**src/rtl/spi_autopoll_pkg.sv**
```systemverilog
package spi_autopoll_pkg;
  localparam int CMD_LSB  = 0;
  localparam int TMO_LSB  = 16;
  localparam int POS_LSB  = 24;
  localparam int LVL_BIT  = 30;
  localparam int BUSY_BIT = 31;
  localparam int TMO_W    = 4;

  localparam int IRQ_XFER = 0;
  localparam int IRQ_OK   = 1;
  localparam int IRQ_TMO  = 2;
  localparam int IRQ_N    = 3;

  typedef struct packed {
    logic [7:0]       cmd;
    logic [TMO_W-1:0] tmo;
    logic [2:0]       pos;
    logic             lvl;
  } ap_cfg_t;
endpackage

```
**src/rtl/spi_ap_shifter.sv**
```systemverilog
module spi_ap_shifter #(
  parameter int DIV_W = 3
) (
  input  logic             clk_i,
  input  logic             rst_ni,
  input  logic             start_i,
  input  logic [7:0]       cmd_i,
  input  logic [DIV_W-1:0] div_i,
  input  logic             miso_i,
  output logic             busy_o,
  output logic             done_o,
  output logic [7:0]       rx_o,
  output logic             sck_o,
  output logic             cs_no,
  output logic             mosi_o
);
  localparam int HC_W    = 2**DIV_W;
  localparam int PH_W    = 6;
  localparam int PH_BITS = 32;          // 16 bits x 2 halves
  localparam int PH_LAST = PH_BITS + 1; // two halves of deselect gap

  logic            act_q, done_q;
  logic [PH_W-1:0] ph_q;
  logic [HC_W-1:0] hc_q;
  logic [7:0]      rx_q;
  logic [HC_W-1:0] half_len;
  logic            half_end, frame;

  assign half_len = HC_W'(1) << div_i;
  assign half_end = (hc_q == half_len - 1'b1);
  assign frame    = act_q && (ph_q < PH_W'(PH_BITS));

  always_ff @(posedge clk_i or negedge rst_ni) begin
    if (!rst_ni) begin
      act_q  <= 1'b0;
      done_q <= 1'b0;
      ph_q   <= '0;
      hc_q   <= '0;
      rx_q   <= '0;
    end else begin
      done_q <= 1'b0;
      if (!act_q) begin
        if (start_i) begin
          act_q <= 1'b1;
          ph_q  <= '0;
          hc_q  <= '0;
        end
      end else if (half_end) begin
        hc_q <= '0;
        if (ph_q == PH_W'(PH_LAST)) begin
          act_q  <= 1'b0;
          done_q <= 1'b1;
        end else begin
          ph_q <= ph_q + 1'b1;
          // rising SCK in response half of the frame
          if (frame && !ph_q[0] && ph_q[4]) rx_q <= {rx_q[6:0], miso_i};
        end
      end else begin
        hc_q <= hc_q + 1'b1;
      end
    end
  end

  assign busy_o = act_q;
  assign done_o = done_q;
  assign rx_o   = rx_q;
  assign sck_o  = frame && ph_q[0];
  assign cs_no  = !frame;
  assign mosi_o = (frame && !ph_q[4]) ? cmd_i[3'd7 - ph_q[3:1]] : 1'b0;


  sck_in_frame_chk: assert property (@(posedge clk_i) disable iff (!rst_ni)
    sck_o |-> !cs_no);

  cs_gap_chk: assert property (@(posedge clk_i) disable iff (!rst_ni)
    $rose(cs_no) |=> cs_no);

  start_idle_chk: assert property (@(posedge clk_i) disable iff (!rst_ni)
    start_i |-> !act_q);
endmodule

```
**src/rtl/spi_ap_irq.sv**
```systemverilog
module spi_ap_irq #(
  parameter int N = 3
) (
  input  logic         clk_i,
  input  logic         rst_ni,
  input  logic [N-1:0] set_i,
  input  logic         clr_we_i,
  input  logic [N-1:0] clr_i,
  input  logic [N-1:0] mask_i,
  output logic [N-1:0] stat_o,
  output logic         irq_o
);
  logic [N-1:0] stat_q;
  logic [N-1:0] clr_eff;

  assign clr_eff = clr_we_i ? clr_i : '0;

  always_ff @(posedge clk_i or negedge rst_ni) begin
    if (!rst_ni) stat_q <= '0;
    else         stat_q <= (stat_q & ~clr_eff) | set_i;
  end

  assign stat_o = stat_q;
  assign irq_o  = |(stat_q & ~mask_i);

  for (genvar g = 0; g < N; g++) begin : g_chk

    set_wins_chk: assert property (@(posedge clk_i) disable iff (!rst_ni)
      set_i[g] |=> stat_q[g]);

    w1c_chk: assert property (@(posedge clk_i) disable iff (!rst_ni)
      (clr_we_i && clr_i[g] && !set_i[g]) |=> !stat_q[g]);
  end
endmodule

```
**src/rtl/spi_autopoll.sv**
```systemverilog
module spi_autopoll
  import spi_autopoll_pkg::*;
#(
  parameter int CNT_W = 20,
  parameter int DIV_W = 3
) (
  input  logic             clk_i,
  input  logic             rst_ni,
  input  logic             ctrl_we_i,
  input  logic [31:0]      ctrl_wdata_i,
  output logic [31:0]      ctrl_rdata_o,
  input  logic [DIV_W-1:0] div_sel_i,
  input  logic [2:0]       irq_mask_i,
  input  logic             irq_ack_we_i,
  input  logic [2:0]       irq_ack_i,
  output logic [2:0]       irq_stat_o,
  output logic             irq_o,
  output logic             sck_o,
  output logic             cs_no,
  output logic             mosi_o,
  input  logic             miso_i
);
  localparam int SH_MAX = CNT_W - 5;   // 31 needs 5 bits
  localparam int SUM_W  = 6;

  ap_cfg_t          cfg_q;
  logic             busy_q, abort_q, kick_q;
  logic [CNT_W-1:0] cnt_q, cnt_nxt, limit;
  logic [SUM_W-1:0] sh_sum, sh_amt;
  logic             sh_done, sh_busy, hit, wr_stop, go_on;
  logic [7:0]       sh_rx;
  logic [IRQ_N-1:0] irq_set;

  spi_ap_shifter #(.DIV_W(DIV_W)) u_shift (
    .clk_i  (clk_i),
    .rst_ni (rst_ni),
    .start_i(kick_q),
    .cmd_i  (cfg_q.cmd),
    .div_i  (div_sel_i),
    .miso_i (miso_i),
    .busy_o (sh_busy),
    .done_o (sh_done),
    .rx_o   (sh_rx),
    .sck_o  (sck_o),
    .cs_no  (cs_no),
    .mosi_o (mosi_o)
  );

  assign sh_sum  = SUM_W'(div_sel_i) + SUM_W'(cfg_q.tmo);
  assign sh_amt  = (sh_sum > SUM_W'(SH_MAX)) ? SUM_W'(SH_MAX) : sh_sum;
  assign limit   = CNT_W'(31) << sh_amt;
  assign cnt_nxt = cnt_q + 1'b1;
  assign hit     = (sh_rx[cfg_q.pos] == cfg_q.lvl);
  assign wr_stop = ctrl_we_i && !ctrl_wdata_i[BUSY_BIT] && busy_q;

  // abort outranks match, match outranks timeout
  always_comb begin
    irq_set = '0;
    go_on   = 1'b0;
    if (busy_q && sh_done) begin
      irq_set[IRQ_XFER] = 1'b1;
      if (abort_q || wr_stop)  irq_set = irq_set;
      else if (hit)            irq_set[IRQ_OK] = 1'b1;
      else if (cnt_nxt >= limit) irq_set[IRQ_TMO] = 1'b1;
      else                     go_on = 1'b1;
    end
  end

  always_ff @(posedge clk_i or negedge rst_ni) begin
    if (!rst_ni) begin
      cfg_q   <= '0;
      busy_q  <= 1'b0;
      abort_q <= 1'b0;
      kick_q  <= 1'b0;
      cnt_q   <= '0;
    end else begin
      kick_q <= 1'b0;
      if (!busy_q) begin
        if (ctrl_we_i) begin
          cfg_q.cmd <= ctrl_wdata_i[CMD_LSB +: 8];
          cfg_q.tmo <= ctrl_wdata_i[TMO_LSB +: TMO_W];
          cfg_q.pos <= ctrl_wdata_i[POS_LSB +: 3];
          cfg_q.lvl <= ctrl_wdata_i[LVL_BIT];
          busy_q    <= ctrl_wdata_i[BUSY_BIT];
          kick_q    <= ctrl_wdata_i[BUSY_BIT];
          cnt_q     <= '0;
          abort_q   <= 1'b0;
        end
      end else begin
        if (wr_stop) abort_q <= 1'b1;
        if (sh_done) begin
          cnt_q <= cnt_nxt;
          if (go_on) begin
            kick_q <= 1'b1;
          end else begin
            busy_q  <= 1'b0;
            abort_q <= 1'b0;
          end
        end
      end
    end
  end

  spi_ap_irq #(.N(IRQ_N)) u_irq (
    .clk_i   (clk_i),
    .rst_ni  (rst_ni),
    .set_i   (irq_set),
    .clr_we_i(irq_ack_we_i),
    .clr_i   (irq_ack_i),
    .mask_i  (irq_mask_i),
    .stat_o  (irq_stat_o),
    .irq_o   (irq_o)
  );

  always_comb begin
    ctrl_rdata_o                       = '0;
    ctrl_rdata_o[CMD_LSB +: 8]         = cfg_q.cmd;
    ctrl_rdata_o[TMO_LSB +: TMO_W]     = cfg_q.tmo;
    ctrl_rdata_o[POS_LSB +: 3]         = cfg_q.pos;
    ctrl_rdata_o[LVL_BIT]              = cfg_q.lvl;
    ctrl_rdata_o[BUSY_BIT]             = busy_q;
  end


  start_chk: assert property (@(posedge clk_i) disable iff (!rst_ni)
    (ctrl_we_i && ctrl_wdata_i[BUSY_BIT] && !busy_q) |=> ##1 !cs_no);

  no_overflow_chk: assert property (@(posedge clk_i) disable iff (!rst_ni)
    busy_q |-> (cnt_q < limit));

  end_after_try_chk: assert property (@(posedge clk_i) disable iff (!rst_ni)
    $fell(busy_q) |-> $past(sh_done));

  cfg_hold_chk: assert property (@(posedge clk_i) disable iff (!rst_ni)
    (busy_q && $past(busy_q)) |-> $stable(cfg_q));

  no_frame_idle_chk: assert property (@(posedge clk_i) disable iff (!rst_ni)
    (!busy_q && !$past(busy_q)) |-> !sh_busy);
endmodule

```
**config.mk**
```make
export PLATFORM = sky130hd
export DESIGN_NAME = spi_autopoll
export DESIGN_NICKNAME = d
export VERILOG_FILES = /design/src/rtl/spi_autopoll_pkg.sv /design/src/rtl/spi_ap_shifter.sv /design/src/rtl/spi_ap_irq.sv /design/src/rtl/spi_autopoll.sv
export SDC_FILE = /design/constraint.sdc
export NUM_CORES = 1
export LEC_CHECK = 0
export ABC_AREA = 1
export CAP_MARGIN = 10
export CORE_AREA = 2 2 97 99
export DETAILED_ROUTE_END_ITERATION = 10
export DIE_AREA = 0 0 99 101
export MAX_ROUTING_LAYER = met4
export PLACE_DENSITY_LB_ADDON = 0.08
export RECOVER_POWER = 50
export SYNTH_ARGS = -nofsm -noshare
export SYNTH_HDL_FRONTEND = slang
export SYNTH_HIERARCHICAL = 1
export SYNTH_SLANG_ARGS = --single-unit
```
**constraint.sdc**
```tcl
create_clock -name clk_i -period 3.29 [get_ports clk_i]
set_clock_uncertainty 0.2 [all_clocks]
set_input_delay 0.8225 -clock clk_i [delete_from_list [all_inputs] [get_ports clk_i]]
set_output_delay 0.8225 -clock clk_i [all_outputs]
set_load 0.01 [all_outputs]
```
# After elaboration in Yosys (flattened, before gate mapping)

Index checks and enable logic that the tools add are counted.

Register bits after elaboration: 66
Logic and storage cells: 104
Input port bits: 46
Output and inout port bits: 39

Equal/unequal tests: 6
Add/sub/neg operators: 6
Order comparisons: 5
Shifts and indexed selects: 2
Bitwise operators: 7
Mux-type cells: 44
Reduce and logical (&&, ||, !) cells: 20

Operator list:

| kind                                                                             | count |
|---|---|
| 20-bit 2-to-1 mux                                                                | 3 |
| 1-bit 2-to-1 mux                                                                 | 28 |
| 6-bit 2-to-1 mux                                                                 | 4 |
| 8-bit 2-to-1 mux                                                                 | 3 |
| 20-bit by 1-bit adder with 20-bit output (second input constant)                 | 1 |
| 20-bit >= comparator                                                             | 1 |
| 5-bit by 5-bit << shifter with 20-bit output (first input constant)              | 1 |
| 8-bit by 1-bit adder with 8-bit output (second input constant)                   | 1 |
| 8-bit equality test                                                              | 1 |
| 1-bit logical AND                                                                | 8 |
| 3-bit by 4-bit < comparator with 1-bit output (second input constant)            | 2 |
| 1-bit by 3-bit << shifter with 8-bit output (first input constant)               | 1 |
| 8-bit by 1-bit subtractor with 8-bit output (second input constant)              | 1 |
| 6-bit by 1-bit adder with 6-bit output (second input constant)                   | 1 |
| 3-bit bitwise AND                                                                | 2 |
| 1-bit binary-select mux with 3-bit select                                        | 2 |
| 6-bit equality test (second input constant)                                      | 1 |
| 6-bit < comparator (second input constant)                                       | 1 |
| 3-bit 2-to-1 mux                                                                 | 2 |
| 3-bit NOT                                                                        | 2 |
| 3-bit by 4-bit adder with 5-bit output                                           | 1 |
| 5-bit by 4-bit greater-than comparator with 1-bit output (second input constant) | 1 |
| 5-bit 2-to-1 mux                                                                 | 1 |
| 1-bit zero test                                                                  | 4 |
| other kinds (13)                                                                 | 17 |

# Depth between registers and ports, before layout

Word-level depth: 12
Mapped depth: 22

# Hierarchy

Netlist, hierarchy kept.

Modules (own cells, without submodules):

| module         | area each (um^2) | cells an instance | times used |
|---|---|---|---|
| spi_autopoll   | 3045.4           | 441               | 1 |
| spi_ap_shifter | 1437.6           | 192               | 1 |
| spi_ap_irq     | 147.6            | 22                | 1 |

# Least setup slack after synthesis

Ideal clock, no wire load.

Path kind: input -> register
Start point: input port div_sel_i[0]
End point: register u_irq.stat_q[2], in the netlist u_irq/stat_o[2]
Path slack: -35 ps
Cell stages on the path: 21
Data arrival time: 3060 ps
Setup time: 65 ps
Required time: 3025 ps
Cell sequence: ha_1 fa_1 nand2_1 a21oi_2 nor2_2 nor2_1 nor2_1 inv_1 nand2_1 o21ai_1 ha_1 nand2_1 nor2_1 nand2_1 nor2_1 nand2_1 nand3_1 nor2_1 nor2b_1 inv_1 nand2_1

Cells in the longest elaborated chain, start to end: 10

RTL lines:

| what                                                     | line               | source |
|---|---|---|
| from (decl)                                              | spi_autopoll.sv:12 | `input logic [DIV_W-1:0] div_sel_i,` |
| 3-bit by 4-bit adder with 5-bit output (*)               | spi_autopoll.sv:49 | `assign sh_sum = SUM_W'(div_sel_i) + SUM_W'(cfg_q.tmo);` |
| 5-bit by 4-bit greater-than comparator with 1-bit output | spi_autopoll.sv:50 | `assign sh_amt = (sh_sum > SUM_W'(SH_MAX)) ? SUM_W'(SH_MAX) : sh_sum;` |
| 5-bit 2-to-1 mux (*)                                     | spi_autopoll.sv:50 |  |
| 5-bit by 5-bit << shifter with 20-bit output (*)         | spi_autopoll.sv:51 | `assign limit = CNT_W'(31) << sh_amt;` |
| 20-bit >= comparator (*)                                 | spi_autopoll.sv:64 | `else if (cnt_nxt >= limit) irq_set[IRQ_TMO] = 1'b1;` |
| 1-bit 2-to-1 mux (*)                                     | spi_autopoll.sv:64 |  |
| 1-bit 2-to-1 mux (*)                                     | spi_autopoll.sv:63 | `else if (hit) irq_set[IRQ_OK] = 1'b1;` |
| 2-bit 2-to-1 mux (*)                                     | spi_autopoll.sv:62 | `if (abort_q \|\| wr_stop) irq_set = irq_set;` |
| 3-bit 2-to-1 mux (*)                                     | spi_autopoll.sv:60 | `if (busy_q && sh_done) begin` |
| via irq_set[2]                                           | spi_autopoll.sv:32 | `logic [IRQ_N-1:0] irq_set;` |
| 3-bit bitwise OR (*)                                     | spi_ap_irq.sv:20   | `else stat_q <= (stat_q & ~clr_eff) \| set_i;` |
| to (signal assigned)                                     | spi_ap_irq.sv:20   |  |
| to (decl)                                                | spi_ap_irq.sv:13   | `logic [N-1:0] stat_q;` |

Mark *: on every way through the listed nets, which the timed path passes. The rest lies on a longest branch.
A chain may end at the register's enable or synchronous reset.

# Worst setup path after layout

Same ends and word-level chain as after synthesis.

==> flow_metrics.py <==
metrics = {
    "timing": {
        "hold_viol": 0,
        "worst_pin_slew_ns": 1.640,
        "finalCritPeriodShare": 0.9909,
        "hold_ws_ns": 0.2793,
        "setup_viol": 0,
        "setup_ws_ns": 0.02995,
        "rsz0062_at_grt": "yes",
        "slew_headroom": -0.09317,
        "max_freq_ghz": 0.3067,
        "period_needed_ns": 3.260,
        "finalMaxSlewViolations": 67,
    },
    "power_and_ir_drop": {
        "total_power_mw": 3.963,
        "power-per-cell-area_mw_per_mm2": 671.5,
        "p_leak_nw": 3.013,
        "ir_worst_vdd_mv": 0.3842,
    },
    "placement": {
        "portBuffers": 54,
        "hpwlAfterDp_um": 8253,
        "gp_congestion": 0.9552,
        "pre_cts_ws_ns": -0.7095,
        "place_area_mm2": 0.005305,
    },
    "status": {
        "run_status": "finished, violations left",
        "violations": "capacitance limit, slew limit",
    },
    "synthesis": {
        "synth_area_mm2": 0.004631,
        "synthTopCellsByArea": "dfrtp_1 (36%), nand2_1 (18%), inv_1 (7.5%)",
        "yosysWarnings": 6,
        "yosysTopAreaCell": "dfrtp_1",
        "ys_ff_latch": 66,
        "synth_top_area_share": 0.3567,
        "syn_area_per_cell_um2": 7.070,
        "synth-seq-area-share": 0.3567,
        "synth_cell_types": 40,
        "synthCells": 655,
    },
    "clock_tree": {
        "insertion_delay_ns": 0.34,
        "htreeDepth": 3,
        "cts_tree": "done",
        "clk_pin_slew_ns": 0.07,
        "cts_max_path_buffers": 2,
        "cts_root_buffer": "clkbuf_8",
        "cts.sinks": 66,
        "cts_made_buffers": 9,
    },
    "worst_setup_path": {
        "worstPathMaxFanout": 4,
        "critPathCaptureType": "flip-flop",
        "crit_type": "input pin to flip-flop",
        "cp.arrival_ns": 3.34,
        "rr_startpoint": "ctrl_rdata_o[16]",
        "cp-start-kind": "input pin",
        "startpoint": "div_sel_i[0]",
        "cp_data_required_time_ns": 3.37,
    },
    "floorplan": {
        "die_w_um": 99,
        "start_util": 0.5158,
        "die_y_um": 101,
        "rows": 35,
        "dieArea_mm2": 0.009999,
        "num_io_pins": 85,
        "core_area_mm2": 0.008977,
    },
    "finish": {
        "area_growth_pct": 27.45,
        "nNetsFinal": 806,
        "num_antenna_cells": 0,
        "finalInstanceArea_mm2": 0.005902,
        "drive_above_1_share": 0.1710,
    },
    "worst_hold_path": {
        "hp-start": "u_shift/rx_o[7]",
        "min_path_type": "flip-flop to flip-flop",
    },
    "route": {
        "drt_drc_violations_left": 0,
        "totalWireLength_um": 11440,
        "drtIter0Drc": 174,
        "viasPerCell": 5.113,
        "wire_per_inst_um": 13.50,
        "ant_nets": 0,
        "first_pass_iters": 5,
        "vias": 4336,
    },
    "global_route": {
        "grt-ovfl-total": 0,
        "grt_max_degree": 67,
        "grt_pass1_wl_um": 18110,
        "grt_use_total": 0.2317,
        "antenna_found_initial": 0,
        "first_global_vias": 4000,
    },
    "run": {
        "maxCapViolCount": 1,
    },
}
-- cell usage after synthesis --
cell	instances
or2_2	1
dfrtp_1	66
xor2_2	1
fa_1	1
xor2_1	15
o21ai_4	1
nor3_2	2
o32ai_1	1
buf_4	18
a21oi_1	11
nand2_2	5
nor3_4	2
a32oi_1	1
o22ai_1	13
o31ai_1	1
o21ai_0	25
ha_1	27
buf_6	2
nor3b_1	1
a21o_1	1
nand4_1	8
nor3_1	12
and2_1	1
nand2_1	217
o21ai_1	2
buf_2	4
conb_1	1
nor2_1	44
nor2b_1	1
clkinv_2	1
nor2_2	5
inv_1	92
clkbuf_1	2
nand2_4	2
clkbuf_2	1
inv_2	4
a21oi_2	1
nand3_1	57
nor2_4	1
xnor2_1	4
-- flip-flops by register name (all words and copies together) (netlist names) --
register        cells
u_shift/ph_q        6
u_shift/done_o      1
cnt_q              20
u_irq/stat_o        3
abort_q             1
kick_q              1
u_shift/rx_o        8
busy_q              1
u_shift/hc_q        8
ctrl_rdata_o       16
u_shift/busy_o      1
-- routing by layer --
layer	up-vias	GRT usage	routed length, µm
met2	104	0.3649	5515
met3	19	0.05895	596
met1	2016	0.3006	5138
met5	-	-	0
met4	0	0.06006	194
li1	2197	-	-
-- critical path, stage by stage --
cell and delay (ns):
buf_8 0.10, ha_4 0.15, fa_2 0.36, nand2_4 0.10
a21oi_4 0.08, nor2_4 0.17, buf_6 0.16, inv_4 0.05
nand2_4 0.09, nand3_4 0.08, ha_4 0.27, nand2_1 0.06
nor2_2 0.16, buf_4 0.14, nand2_2 0.06, nor3_4 0.20
nor2_4 0.06, nor2b_1 0.11, inv_1 0.05, nand2_1 0.05
-- path summary, 6_finish.rpt --
| path | to | slack, ns | cells past startpoint |
|---|---|---|---|
| worst min-delay path | u_shift/rx_o[7] | 0.28 | 2 |
| worst min register to register | u_shift/rx_o[7] | 0.28 | 2 |
| min in group asynchronous | cnt_q[18] | 0.76 | 2 |
| worst max register to register | u_irq/stat_o[2] | 0.13 | 19 |
| worst max-delay path | u_irq/stat_o[2] | 0.03 | 20 |
| max in group asynchronous | cnt_q[7] | 1.13 | 2 |
-- where the power goes --
| part | switching (mW) | internal [mW] | leakage [nW] |
|---|---|---|---|
| Clock | 0.329 | 0.348 | 0.0954 |
| Combinational | 1.20 | 0.958 | 2.05 |
| Sequential | 0.174 | 0.951 | 0.863 |
-- cells in the final DEF, fill, tap and decap left out, types with 8 or more instances in the layout --
| master | count |
|---|---|
| a21oi_1 | 11 |
| buf_4 | 16 |
| clkbuf_8 | 9 |
| clkdlybuf4s50_1 | 49 |
| conb_1 | 15 |
| dfrtp_1 | 66 |
| ha_1 | 19 |
| ha_4 | 8 |
| inv_1 | 85 |
| inv_2 | 8 |
| nand2_1 | 194 |
| nand2_2 | 22 |
| nand2_4 | 8 |
| nand3_1 | 51 |
| nand4_1 | 8 |
| nor2_1 | 36 |
| nor3_1 | 11 |
| o21ai_0 | 26 |
| o22ai_1 | 13 |
| xor2_1 | 15 |
-- cells by family after synthesis --
logic type,synth area share
simple gates,0.3348
fa+ha+maj,0.07728
flops,0.3567
xor+xnor,0.03945
buf+inv,0.1200
compound gates,0.07106
other cells,0.0008098
-- cell type report --
class                      count  area, µm²
inverter                      97      372.9
clock buffer                   9      123.9
fill                         801       3075
sequential                    66       1652
tap                          111      138.9
multi-input combinational    479       2791
timing repair buffer          79      754.5
clock inverter                 7      68.82
-- metrics by stage --
step / util / cells / setup TNS [ns]
2_1_floorplan: - / 669 / 0
3_3_place_gp: 0.5909 / 824 / -1.757
3_5_place_dp: 0.5909 / 824 / -2.115
4_1_cts: 0.6263 / 841 / 0
5_1_grt: 0.6574 / 848 / -0.1445
6_report: 0.6574 / 848 / 0
-- what timing repair did --
action	4_1_cts	5_1_grt
pin swaps	16	30
setup endpoints to repair	3	3
setup buffers	1	7
hold buffers	0	0
gates resized for setup	36	60
(Power assumes the default switching activity.)
